===== config.mk =====
export PLATFORM = sky130hd
export DESIGN_NAME = gpio8_irq_port
export DESIGN_NICKNAME = d
export VERILOG_FILES = /design/src/rtl/gpio_pkg.sv /design/src/rtl/gpio_sync_edge.sv /design/src/rtl/gpio_flag_reg.sv /design/src/rtl/gpio8_irq_port.sv
export SDC_FILE = /design/constraint.sdc
export NUM_CORES = 1
export LEC_CHECK = 0
export CAP_MARGIN = 20
export CORE_ASPECT_RATIO = 1.75
export CORE_MARGIN = 1.5
export CORE_UTILIZATION = 30
export CTS_CLUSTER_DIAMETER = 30
export CTS_CLUSTER_SIZE = 12
export DETAILED_ROUTE_END_ITERATION = 10
export GPL_TIMING_DRIVEN = 0
export PLACE_DENSITY_LB_ADDON = 0.3
export SETUP_SLACK_MARGIN = 0.5
export SYNTH_ARGS = -nofsm -noshare
export SYNTH_HDL_FRONTEND = slang
export SYNTH_HIERARCHICAL = 1
export SYNTH_SLANG_ARGS = --single-unit

===== constraint.sdc =====
create_clock -name clk -period 2.56 [get_ports clk]
set_input_delay 0.512 -clock clk [delete_from_list [all_inputs] [get_ports clk]]
set_output_delay 0.512 -clock clk [all_outputs]
set_load 0.05 [all_outputs]

===== src/rtl/gpio_pkg.sv =====
package gpio_pkg;
  localparam int PINS   = 8;
  localparam int AW     = 3;
  localparam int NSPEC  = 2;            // pins held in the special-function space
  localparam int NPORT  = PINS - NSPEC; // pins held in the port flag/enable space

  typedef enum logic [AW-1:0] {
    A_LEVEL = 3'd0,
    A_OUT   = 3'd1,
    A_DIR   = 3'd2,
    A_EDGE  = 3'd3,
    A_PFLAG = 3'd4,
    A_PEN   = 3'd5,
    A_SFLAG = 3'd6,
    A_SEN   = 3'd7
  } reg_addr_t;

  // select 0 = rising, 1 = falling
  function automatic logic edge_hit(input logic now_v, input logic was_v, input logic sel);
    return sel ? (was_v & ~now_v) : (now_v & ~was_v);
  endfunction
endpackage


===== src/rtl/gpio_sync_edge.sv =====
module gpio_sync_edge #(
  parameter int W = 8
) (
  input  logic         clk,
  input  logic         rst_n,
  input  logic [W-1:0] pin_i,
  input  logic [W-1:0] sel_i,
  output logic [W-1:0] level_o,
  output logic [W-1:0] event_o
);
  import gpio_pkg::*;

  logic [W-1:0] meta_q, sync_q, prev_q;

  always_ff @(posedge clk or negedge rst_n) begin
    if (!rst_n) begin
      meta_q <= '0;
      sync_q <= '0;
      prev_q <= '0;
    end else begin
      meta_q <= pin_i;
      sync_q <= meta_q;
      prev_q <= sync_q;
    end
  end

  assign level_o = sync_q;

  for (genvar i = 0; i < W; i++) begin : g_det
    assign event_o[i] = edge_hit(sync_q[i], prev_q[i], sel_i[i]);

    // an event only on a real change of the synchronized level
    a_r4_event_on_change: assert property (@(posedge clk) disable iff (!rst_n)
      event_o[i] |-> (sync_q[i] != prev_q[i]));
  end
endmodule


===== src/rtl/gpio_flag_reg.sv =====
module gpio_flag_reg #(
  parameter int W = 2
) (
  input  logic         clk,
  input  logic         rst_n,
  input  logic         wr_i,
  input  logic [W-1:0] wdata_i,
  input  logic [W-1:0] set_i,
  output logic [W-1:0] flag_o
);
  logic [W-1:0] flag_q;

  always_ff @(posedge clk or negedge rst_n) begin
    if (!rst_n)    flag_q <= '0;
    else if (wr_i) flag_q <= wdata_i | set_i;
    else           flag_q <= flag_q | set_i;
  end

  assign flag_o = flag_q;

  for (genvar i = 0; i < W; i++) begin : g_chk
    // a hardware set is never lost, even under a clearing write
    a_r6_set_wins: assert property (@(posedge clk) disable iff (!rst_n)
      set_i[i] |=> flag_o[i]);
    // without a set or a write a clear flag stays clear
    a_r6_hold_clear: assert property (@(posedge clk) disable iff (!rst_n)
      (!flag_o[i] && !set_i[i] && !wr_i) |=> !flag_o[i]);
  end
endmodule


===== src/rtl/gpio8_irq_port.sv =====
module gpio8_irq_port (
  input  logic       clk,
  input  logic       rst_n,
  input  logic [2:0] bus_addr,
  input  logic       bus_we,
  input  logic [7:0] bus_wdata,
  output logic [7:0] bus_rdata,
  input  logic [7:0] pad_in,
  output logic [7:0] pad_out,
  output logic [7:0] pad_oe,
  input  logic [1:0] alt_sel,
  input  logic [1:0] alt_out,
  output logic       irq_pin0,
  output logic       irq_pin1,
  output logic       irq_shared
);
  import gpio_pkg::*;

  logic [PINS-1:0]  out_q, dir_q, edge_q;
  logic [NSPEC-1:0] sen_q;
  logic [NPORT-1:0] pen_q;
  logic [PINS-1:0]  level, event_w;
  logic [NSPEC-1:0] sflag;
  logic [NPORT-1:0] pflag;
  logic             wr_sflag, wr_pflag;

  assign wr_sflag = bus_we && (bus_addr == A_SFLAG);
  assign wr_pflag = bus_we && (bus_addr == A_PFLAG);

  always_ff @(posedge clk or negedge rst_n) begin
    if (!rst_n) begin
      out_q  <= '0;
      dir_q  <= '0;
      edge_q <= '0;
      sen_q  <= '0;
      pen_q  <= '0;
    end else if (bus_we) begin
      case (bus_addr)
        A_OUT:  out_q  <= bus_wdata;
        A_DIR:  dir_q  <= bus_wdata;
        A_EDGE: edge_q <= bus_wdata;
        A_SEN:  sen_q  <= bus_wdata[NSPEC-1:0];
        A_PEN:  pen_q  <= bus_wdata[PINS-1:NSPEC];
        default: ;
      endcase
    end
  end

  gpio_sync_edge #(.W(PINS)) u_sync (
    .clk(clk), .rst_n(rst_n), .pin_i(pad_in), .sel_i(edge_q),
    .level_o(level), .event_o(event_w)
  );

  gpio_flag_reg #(.W(NSPEC)) u_sflag (
    .clk(clk), .rst_n(rst_n), .wr_i(wr_sflag),
    .wdata_i(bus_wdata[NSPEC-1:0]), .set_i(event_w[NSPEC-1:0]), .flag_o(sflag)
  );

  gpio_flag_reg #(.W(NPORT)) u_pflag (
    .clk(clk), .rst_n(rst_n), .wr_i(wr_pflag),
    .wdata_i(bus_wdata[PINS-1:NSPEC]), .set_i(event_w[PINS-1:NSPEC]), .flag_o(pflag)
  );

  always_comb begin
    case (bus_addr)
      A_LEVEL: bus_rdata = level;
      A_OUT:   bus_rdata = out_q;
      A_DIR:   bus_rdata = dir_q;
      A_EDGE:  bus_rdata = edge_q;
      A_PFLAG: bus_rdata = {pflag, {NSPEC{1'b0}}};
      A_PEN:   bus_rdata = {pen_q, {NSPEC{1'b0}}};
      A_SFLAG: bus_rdata = {{NPORT{1'b0}}, sflag};
      A_SEN:   bus_rdata = {{NPORT{1'b0}}, sen_q};
      default: bus_rdata = '0;
    endcase
  end

  always_comb begin
    pad_out = out_q;
    if (alt_sel[0]) pad_out[1] = alt_out[0];
    if (alt_sel[1]) pad_out[2] = alt_out[1];
  end
  assign pad_oe = dir_q;

  assign irq_pin0   = sflag[0] & sen_q[0];
  assign irq_pin1   = sflag[1] & sen_q[1];
  assign irq_shared = |(pflag & pen_q);

  // a masked request line stays low
  a_r8_pin0_masked: assert property (@(posedge clk) disable iff (!rst_n)
    !sen_q[0] |-> !irq_pin0);
  a_r8_shared_masked: assert property (@(posedge clk) disable iff (!rst_n)
    (pen_q == '0) |-> !irq_shared);
  // low bits of the port flag register never carry a flag
  a_r7_port_low_zero: assert property (@(posedge clk) disable iff (!rst_n)
    (bus_addr == A_PFLAG) |-> (bus_rdata[1:0] == 2'b00));
  // output enable follows the direction register written one cycle earlier
  a_r2_dir_write: assert property (@(posedge clk) disable iff (!rst_n)
    (bus_we && bus_addr == A_DIR) |=> (pad_oe == $past(bus_wdata)));
endmodule


==> results.toml, run 1 <==
[finish]
layout.cells.non_filler = 426
layout_common_cells = "dfrtp_1, clkdlybuf4s50_1, mux2_2, nor2_1, buf_4"
area_growth_pct = 39.3
drive_gt1_frac = 0.382
final_common_cell = "dfrtp_1"
layout.nets = 327
diodes = 0
fin_area_mm2 = 0.00414

[global_routing]
antenna_found_initial = 0
grt_usage = 0.146
grt_pass1_wl_mm = 11.3
grt-ovfl-total = 0
grt_max_degree = 65
grt_pass1_vias = 2184

[route]
wl_per_cell_um = 17.0
drtIter0Drc = 181
routed_wl_mm = 7.25
dr.pass1.iters = 6
drtAntennaViolNets = 0
drc = 0
via_per_inst = 4.93
num_vias = 2100

[logic_synthesis]
ys.flop_type = "dfrtp_1"
ys_warn_count = 6
async_flop_share = 1.00
yosys.area.top_type_share = 0.539
yosysTopAreaCell = "dfrtp_1"
syn_area_mm2 = 0.00297
synth.net_count = 262
synthCells = 236
postSynthAreaPerCell_um2 = 12.6
synth_edf_count = 0
synth_area_leaders = "dfrtp_1, mux2_2, mux2_4"
synth_cell_types = 39
yosysSeqAreaShare = 0.539
ys_seq_elements = 64

[worst_hold_path]
min_path_type = "in2async"

[placed_design]
place_area_mm2 = 0.00366
dpl_worst_slack_ps = -417
port_buffers = 49
place.gp.congestion = 0.738
hpwl_mm = 4.91
placed_cells = 407

[timing]
worst_slack_ps = 488
fmaxAchievable_mhz = 483
max_slew_margin = 0.444
fin_tns_setup_ps = 0
period_share = 0.809
final_max_slew_viol_count = 0
setup_viol_count_final = 0
worst_hold_slack_ps = 281
fin_skew_ps = 6.39
hold_violations = 0
rsz0062_at_grt = "yes"
tightestPinTransition_ps = 834
min_period_ps = 2070

[cts]
clockRootBuffer = "clkbuf_16"
numCtsBuffers = 9
clock_path_buffers = 2
clkTransAtPathRegs_ps = 50
cts.hold.buffers_added = 0
clock_sinks = 64
cts_tree = "built"
clk_latency_ps = 330
h-tree-depth = 3

[setup_path]
cp-end-kind = "output pin"
crit_start = "bus_addr[2]"
path_max_fanout = 8
critPathKind = "in2out"
worst_ep_required_time_ps = 2050
arrival_ps = 1560
crit_path_start_kind = "input pin"
reg2reg_from = "u_sync/level_o[1]"

[run_status]
status = "complete, no violations"

[floorplanning]
die_h_um = 135
die_width_um = 78.2
core_mm2 = 0.00953
io_pins = 53
row_count = 47
dieArea_mm2 = 0.0105
initial_core_util = 0.312

[pwr]
power.density_mw_per_mm2 = 805
leakagePower_nw = 1.78
vdd_ir_drop_max_uv = 367

[run]
cap_violations = 0
==> logic make-up after synthesis <==
| kind of cell | after synthesis | share of synthesized area |
|---|---|---|
| AND/OR/NAND/NOR | 67 | 0.126 |
| flip-flops | 64 | 0.539 |
| multiplexers | 45 | 0.176 |
| AO/OA/AOI/OAI | 41 | 0.115 |
| buffers and inverters | 19 | 0.0438 |
==> flip-flops by register name (all words and copies together) (netlist names) <==
| signal | count |
|---|---|
| edge_q | 8 |
| sen_q | 2 |
| u_pflag/flag_o | 6 |
| pen_q | 6 |
| u_sync/meta_q | 8 |
| u_sync/level_o | 8 |
| u_sync/prev_q | 8 |
| pad_oe | 8 |
| out_q | 8 |
| u_sflag/flag_o | 2 |
==> Yosys cell counts (all sizes together), types with 3 or more instances <==
cell	number
nand2	13
a211o	10
mux2i	11
mux2	34
nor2b	6
a22oi	3
a211oi	4
a21oi	5
o22ai	8
nor2	20
o22a	5
buf	16
dfrtp	64
nand2b	14
==> where the power goes <==
part	internal, W	switching, W	total, W
combinational	0.000435	0.000535	0.000970
sequential	0.00116	0.000127	0.00129
clock	0.000668	0.000405	0.00107
total	0.00226	0.00107	0.00333
==> metrics by stage <==
stage,total power [W],util
2_1_floorplan,0.00193,-
3_3_place_gp,0.00223,0.385
3_5_place_dp,0.00224,0.384
4_1_cts,0.00334,0.426
5_1_grt,0.00348,0.434
6_report,0.00333,0.434
==> layer usage <==
layer / vias up / GRT usage / wire length [um]
met1: 1075 / 0.161 / 2800
li1: 957 / - / -
met3: 16 / 0.0297 / 273
met2: 52 / 0.254 / 3950
met5: - / 0 / 0
met4: 0 / 0.0883 / 219
==> final timing paths <==
check                                          to  slack [ps]  depth (start not counted)
max in group asynchronous                out_q[5]        1720                          1
worst max register to register  u_sflag/flag_o[1]        1540                          3
worst min register to register  u_sync/level_o[7]         350                          0
worst min-delay path                    pad_oe[4]         280                          1
worst max-delay path                 bus_rdata[2]         490                          5
min in group clk                u_sync/level_o[7]         350                          0
==> timing repair <==
action,4_1_cts,5_1_grt
buffers inserted,3,2
gates resized for setup,108,22
setup endpoints to repair,26,11
pin swaps,3,2
==> area by class of cell <==
class	instances	area (um2)
inverter	1	3.75
multi-input combinational	153	1390
buffer	18	205
fill	939	5390
clock buffer	13	250
tap	122	153
clock inverter	1	5.00
sequential	64	1600
timing repair buffer	54	527
==> critical path, cell delays in order <==
cell and delay (ps):
buf_12 110, or3_4 390, buf_12 160, o22a_4 230, buf_8 150
No activity file was read; power rests on OpenSTA's default activity.
==> inputs of run 2 (changes only) <==
==> constraint.sdc (replaced) <==
create_clock -name clk -period 2 [get_ports clk]
set_input_delay 0.4 -clock clk [delete_from_list [all_inputs] [get_ports clk]]
set_output_delay 0.4 -clock clk [all_outputs]
set_load 0.05 [all_outputs]
==> results.toml, run 2 (same netlist as run 1, synthesis figures left out) <==
[setup_path]
critPathKind = "in2out"
path_max_fanout = 8
worst_ep_required_time_ps = 1600
crit_path_start_kind = "input pin"
arrival_ps = 1430
cp-end-kind = "output pin"

[floorplanning]
core_mm2 = 0.00953
initial_core_util = 0.312
die_h_um = 135
die_width_um = 78.2
dieArea_mm2 = 0.0105
io_pins = 53
row_count = 47

[finish]
layout_common_cells = "dfrtp_1, buf_4, mux2_2, clkdlybuf4s50_1, nor2_1"
diodes = 0
layout.nets = 341
final_common_cell = "dfrtp_1"
fin_area_mm2 = 0.00430
drive_gt1_frac = 0.491
area_growth_pct = 44.6
fill_cells = 899
finish.utilization = 0.451

[route]
drtAntennaViolNets = 0
via_per_inst = 4.75
drtIter0Drc = 83
drc = 0
wl_per_cell_um = 16.9
num_vias = 2092
routed_wl_mm = 7.42
dr.pass1.iters = 4

[global_routing]
grt_pass1_wl_mm = 11.7
gr-usage-met1 = 0.177
grtUsageMet2 = 0.255
grt_max_degree = 65
grt_pass1_vias = 2218
antenna_found_initial = 0
grt_use_met3 = 0.0358
grt_most_used_layer = "met2"
grt-ovfl-total = 0
grt_usage = 0.150

[timing]
fmaxAchievable_mhz = 545
hold_violations = 0
period_share = 0.917
rsz0062_at_grt = "yes"
tightestPinTransition_ps = 817
max_slew_margin = 0.455
fin_skew_ps = 7.14
worst_hold_slack_ps = 161
final_max_slew_viol_count = 0
min_period_ps = 1830
setup_viol_count_final = 0

[cts]
cts_tree = "built"
clockRootBuffer = "clkbuf_16"
clock_sinks = 64
numCtsBuffers = 9
clkTransAtPathRegs_ps = 50
clk_latency_ps = 330
h-tree-depth = 3
clock_path_buffers = 2

[placed_design]
port_buffers = 49
place.gp.congestion = 0.798
place_area_mm2 = 0.00373
hpwl_mm = 4.77

[pwr]
combPwrFrac = 0.312
power.density_mw_per_mm2 = 1020
sequentialPowerShare = 0.375
leakagePower_nw = 1.88
swShare = 0.320
vdd_ir_drop_max_uv = 475
p_clk_frac = 0.314
switchingPower_w = 0.00140
total_power_w = 0.00438
internal-power_w = 0.00298

[worst_hold_path]
min_path_type = "in2async"

[run]
cap_violations = 0

[run_status]
status = "complete, no violations"
-- run 2: power groups by stage --
| stage | combinational, W | sequential, W | clock (W) |
|---|---|---|---|
| 6_report | 0.00136 | 0.00164 | 0.00137 |
| 3_3_place_gp | 0.00121 | 0.00166 | 0 |
| 5_1_grt | 0.00145 | 0.00167 | 0.00146 |
| 2_1_floorplan | 0.000748 | 0.00175 | 0 |
| 3_5_place_dp | 0.00122 | 0.00167 | 0 |
| 4_1_cts | 0.00125 | 0.00165 | 0.00140 |
-- run 2: per-stage QoR --
stage | setup TNS [ps] | worst slack [ps] | std cells
global route | 0 | 144 | 440
global placement | -109610 | -1620 | 407
finish | 0 | 165 | 440
floorplan | 0 | 229 | 236
CTS | 0 | 136 | 428
detailed placement | -6590 | -600 | 407
-- run 2: routing by layer --
| layer | wire (um) | up-vias |
|---|---|---|
| met5 | 0 | - |
| met4 | 175 | 0 |
| met3 | 287 | 13 |
| met2 | 3960 | 41 |
| met1 | 3000 | 1048 |
| li1 | - | 990 |
-- run 2: worst max-delay path, cell delays in order --
cell    delay (ps)
buf_12         100
or3_4          390
buf_12         160
o22a_4         230
buf_6          150
-- run 2: path summary, 6_finish.rpt --
kind | start | to | slack, ps | cells after the start
worst max-delay path | bus_addr[2] | bus_rdata[6] | 170 | 5
worst min-delay path | rst_n | u_sync/meta_q[3] | 160 | 1
worst max register to register | edge_q[3] | u_pflag/flag_o[1] | 930 | 4
worst min register to register | u_sync/meta_q[5] | u_sync/level_o[5] | 340 | 0
max in group asynchronous | rst_n | u_sync/level_o[6] | 1290 | 1
min in group clk | u_sync/meta_q[5] | u_sync/level_o[5] | 340 | 0
-- run 2: timing repair --
action	in CTS	in global routing
setup endpoints to repair	57	20
buffers inserted	7	11
cloned	0	1
hold buffers	0	0
pin swaps	7	8
resized for setup	174	43
-- run 2: final cells by class --
class	instances	area, um2	share of cell area
flip-flops and latches	64	1600	0.373
multi-input cells	153	1440	0.335
repair buffers	68	628	0.146
clock buffers	13	250	0.0583
plain buffers	18	214	0.0498
well taps	122	153	0.0355
clock inverters	1	5.00	0.00117
inverters	1	3.75	0.000874
==> inputs of run 3 (changes only) <==
==> constraint.sdc (replaced) <==
create_clock -name clk -period 2 [get_ports clk]
set_input_delay 0.2 -clock clk [delete_from_list [all_inputs] [get_ports clk]]
set_output_delay 0.2 -clock clk [all_outputs]
set_load 0.05 [all_outputs]
==> results.toml, run 3 (same netlist as run 1, synthesis figures left out) <==
[setup_path]
r2r_cells = 4
reg2reg_from = "edge_q[5]"
path_max_fanout = 3
worst_ep_required_time_ps = 1800
crit_start = "out_q[7]"
arrival_ps = 1400
critPathKind = "reg2out"
crit_path_start_kind = "flop"
cp-end-kind = "output pin"

[cts]
clkTransAtPathRegs_ps = 50
cts_tree = "built"
clock_sinks = 64
numCtsBuffers = 9
clk_latency_ps = 330
clockRootBuffer = "clkbuf_16"
clock_path_buffers = 2
h-tree-depth = 3
cts.hold.buffers_added = 0

[route]
drc = 0
via_per_inst = 4.81
routed_wl_mm = 7.26
drtIter0Drc = 111
wl_per_cell_um = 16.6
num_vias = 2101
dr.pass1.iters = 4
drtAntennaViolNets = 0

[timing]
min_period_ps = 1600
hold_violations = 48
period_share = 0.802
worst_hold_slack_ps = -39.6
tightestPinTransition_ps = 823
setup_viol_count_final = 0
max_slew_margin = 0.451
fin_skew_ps = 2.54
final_max_slew_viol_count = 0
fmaxAchievable_mhz = 624
rsz0062_at_grt = "yes"

[worst_hold_path]
min_path_type = "in2async"

[global_routing]
antenna_found_initial = 0
grt_max_degree = 65
grt_pass1_vias = 2131
grt_pass1_wl_mm = 11.4
grt-ovfl-total = 0
grt_usage = 0.147

[floorplanning]
core_mm2 = 0.00953
die_width_um = 78.2
row_count = 47
io_pins = 53
initial_core_util = 0.312
dieArea_mm2 = 0.0105
die_h_um = 135

[run]
cap_violations = 0

[finish]
area_growth_pct = 38.9
finish.utilization = 0.433
fill_cells = 953
fin_area_mm2 = 0.00413
multi_input_area_mm2 = 0.00134
layout.nets = 336
drive_gt1_frac = 0.432
regArea_mm2 = 0.00160
final_common_cell = "dfrtp_1"
layout_common_cells = "dfrtp_1, mux2_2, buf_4, clkdlybuf4s50_1, nor2_1"
diodes = 0

[pwr]
power.density_mw_per_mm2 = 1070
leakagePower_nw = 1.80
vdd_ir_drop_max_uv = 510

[placed_design]
hpwl_mm = 4.90
place_area_mm2 = 0.00366
place.gp.congestion = 0.739
port_buffers = 49

[run_status]
status = "finished with violations"
violations = "hold timing"
-- run 3: changes by cell type in the layout (fill, tap and decap cells not counted), sizes merged --
cell | previous run | this run
clkbuf | 15 | 16
dlygate4sd2 | 5 | 8
buf | 62 | 41
clkinvlp | 0 | 3
clkdlybuf4s50 | 16 | 21
clkdlybuf4s15 | 1 | 7
-- run 3: path summary, 6_finish.rpt --
path | to | slack, ps
worst max-delay path | bus_rdata[7] | 400
worst min-delay path | out_q[4] | -40
worst max register to register | u_pflag/flag_o[3] | 930
worst min register to register | u_sync/level_o[0] | 350
max in group asynchronous | pad_oe[2] | 1490
min in group clk | u_sync/meta_q[3] | 310
-- run 3: through the flow --
step / power, W / setup slack [ps] / setup TNS [ps] / hold WS, ps / instances
6_report: 0.00442 / 396 / 0 / -39.6 / 437
3_3_place_gp: 0.00285 / -1390 / -91190 / 333 / 407
3_5_place_dp: 0.00287 / -334 / -2420 / 337 / 407
2_1_floorplan: 0.00247 / 504 / 0 / -95.6 / 236
5_1_grt: 0.00461 / 341 / 0 / 34.1 / 437
4_1_cts: 0.00440 / 257 / 0 / 0.582 / 426
-- run 3: what timing repair did --
action | 4_1_cts | 5_1_grt
setup endpoints to repair | 34 | 17
pin swaps | 11 | 11
gates resized for setup | 116 | 11
buffers inserted | 3 | 11
-- run 3: critical path: stages, from the launching register on --
cell and delay (ps):
dfrtp_1 380, nor2_1 60, a211o_1 310, a21oi_4 150, buf_6 170
-- run 3: metal layers --
metal  part of all wire  up-vias  GRT usage
li1                   -      982          -
met1               0.39     1069      0.169
met2               0.55       42      0.256
met3              0.039        8     0.0378
met4              0.018        0     0.0655
met5                  0        -          0
-- run 3: power breakdown --
group | switching (W) | internal [W]
Sequential | 0.000147 | 0.00149
Combinational | 0.000711 | 0.000572
Clock | 0.000566 | 0.000937
Total | 0.00142 | 0.00299
-- run 3: final cells by class --
type | instances | area share
well taps | 122 | 0.0370
inverters | 1 | 0.000910
clock inverters | 4 | 0.00667
multi-input cells | 153 | 0.325
flip-flops and latches | 64 | 0.388
clock buffers | 12 | 0.0646
repair buffers | 63 | 0.143
plain buffers | 18 | 0.0340
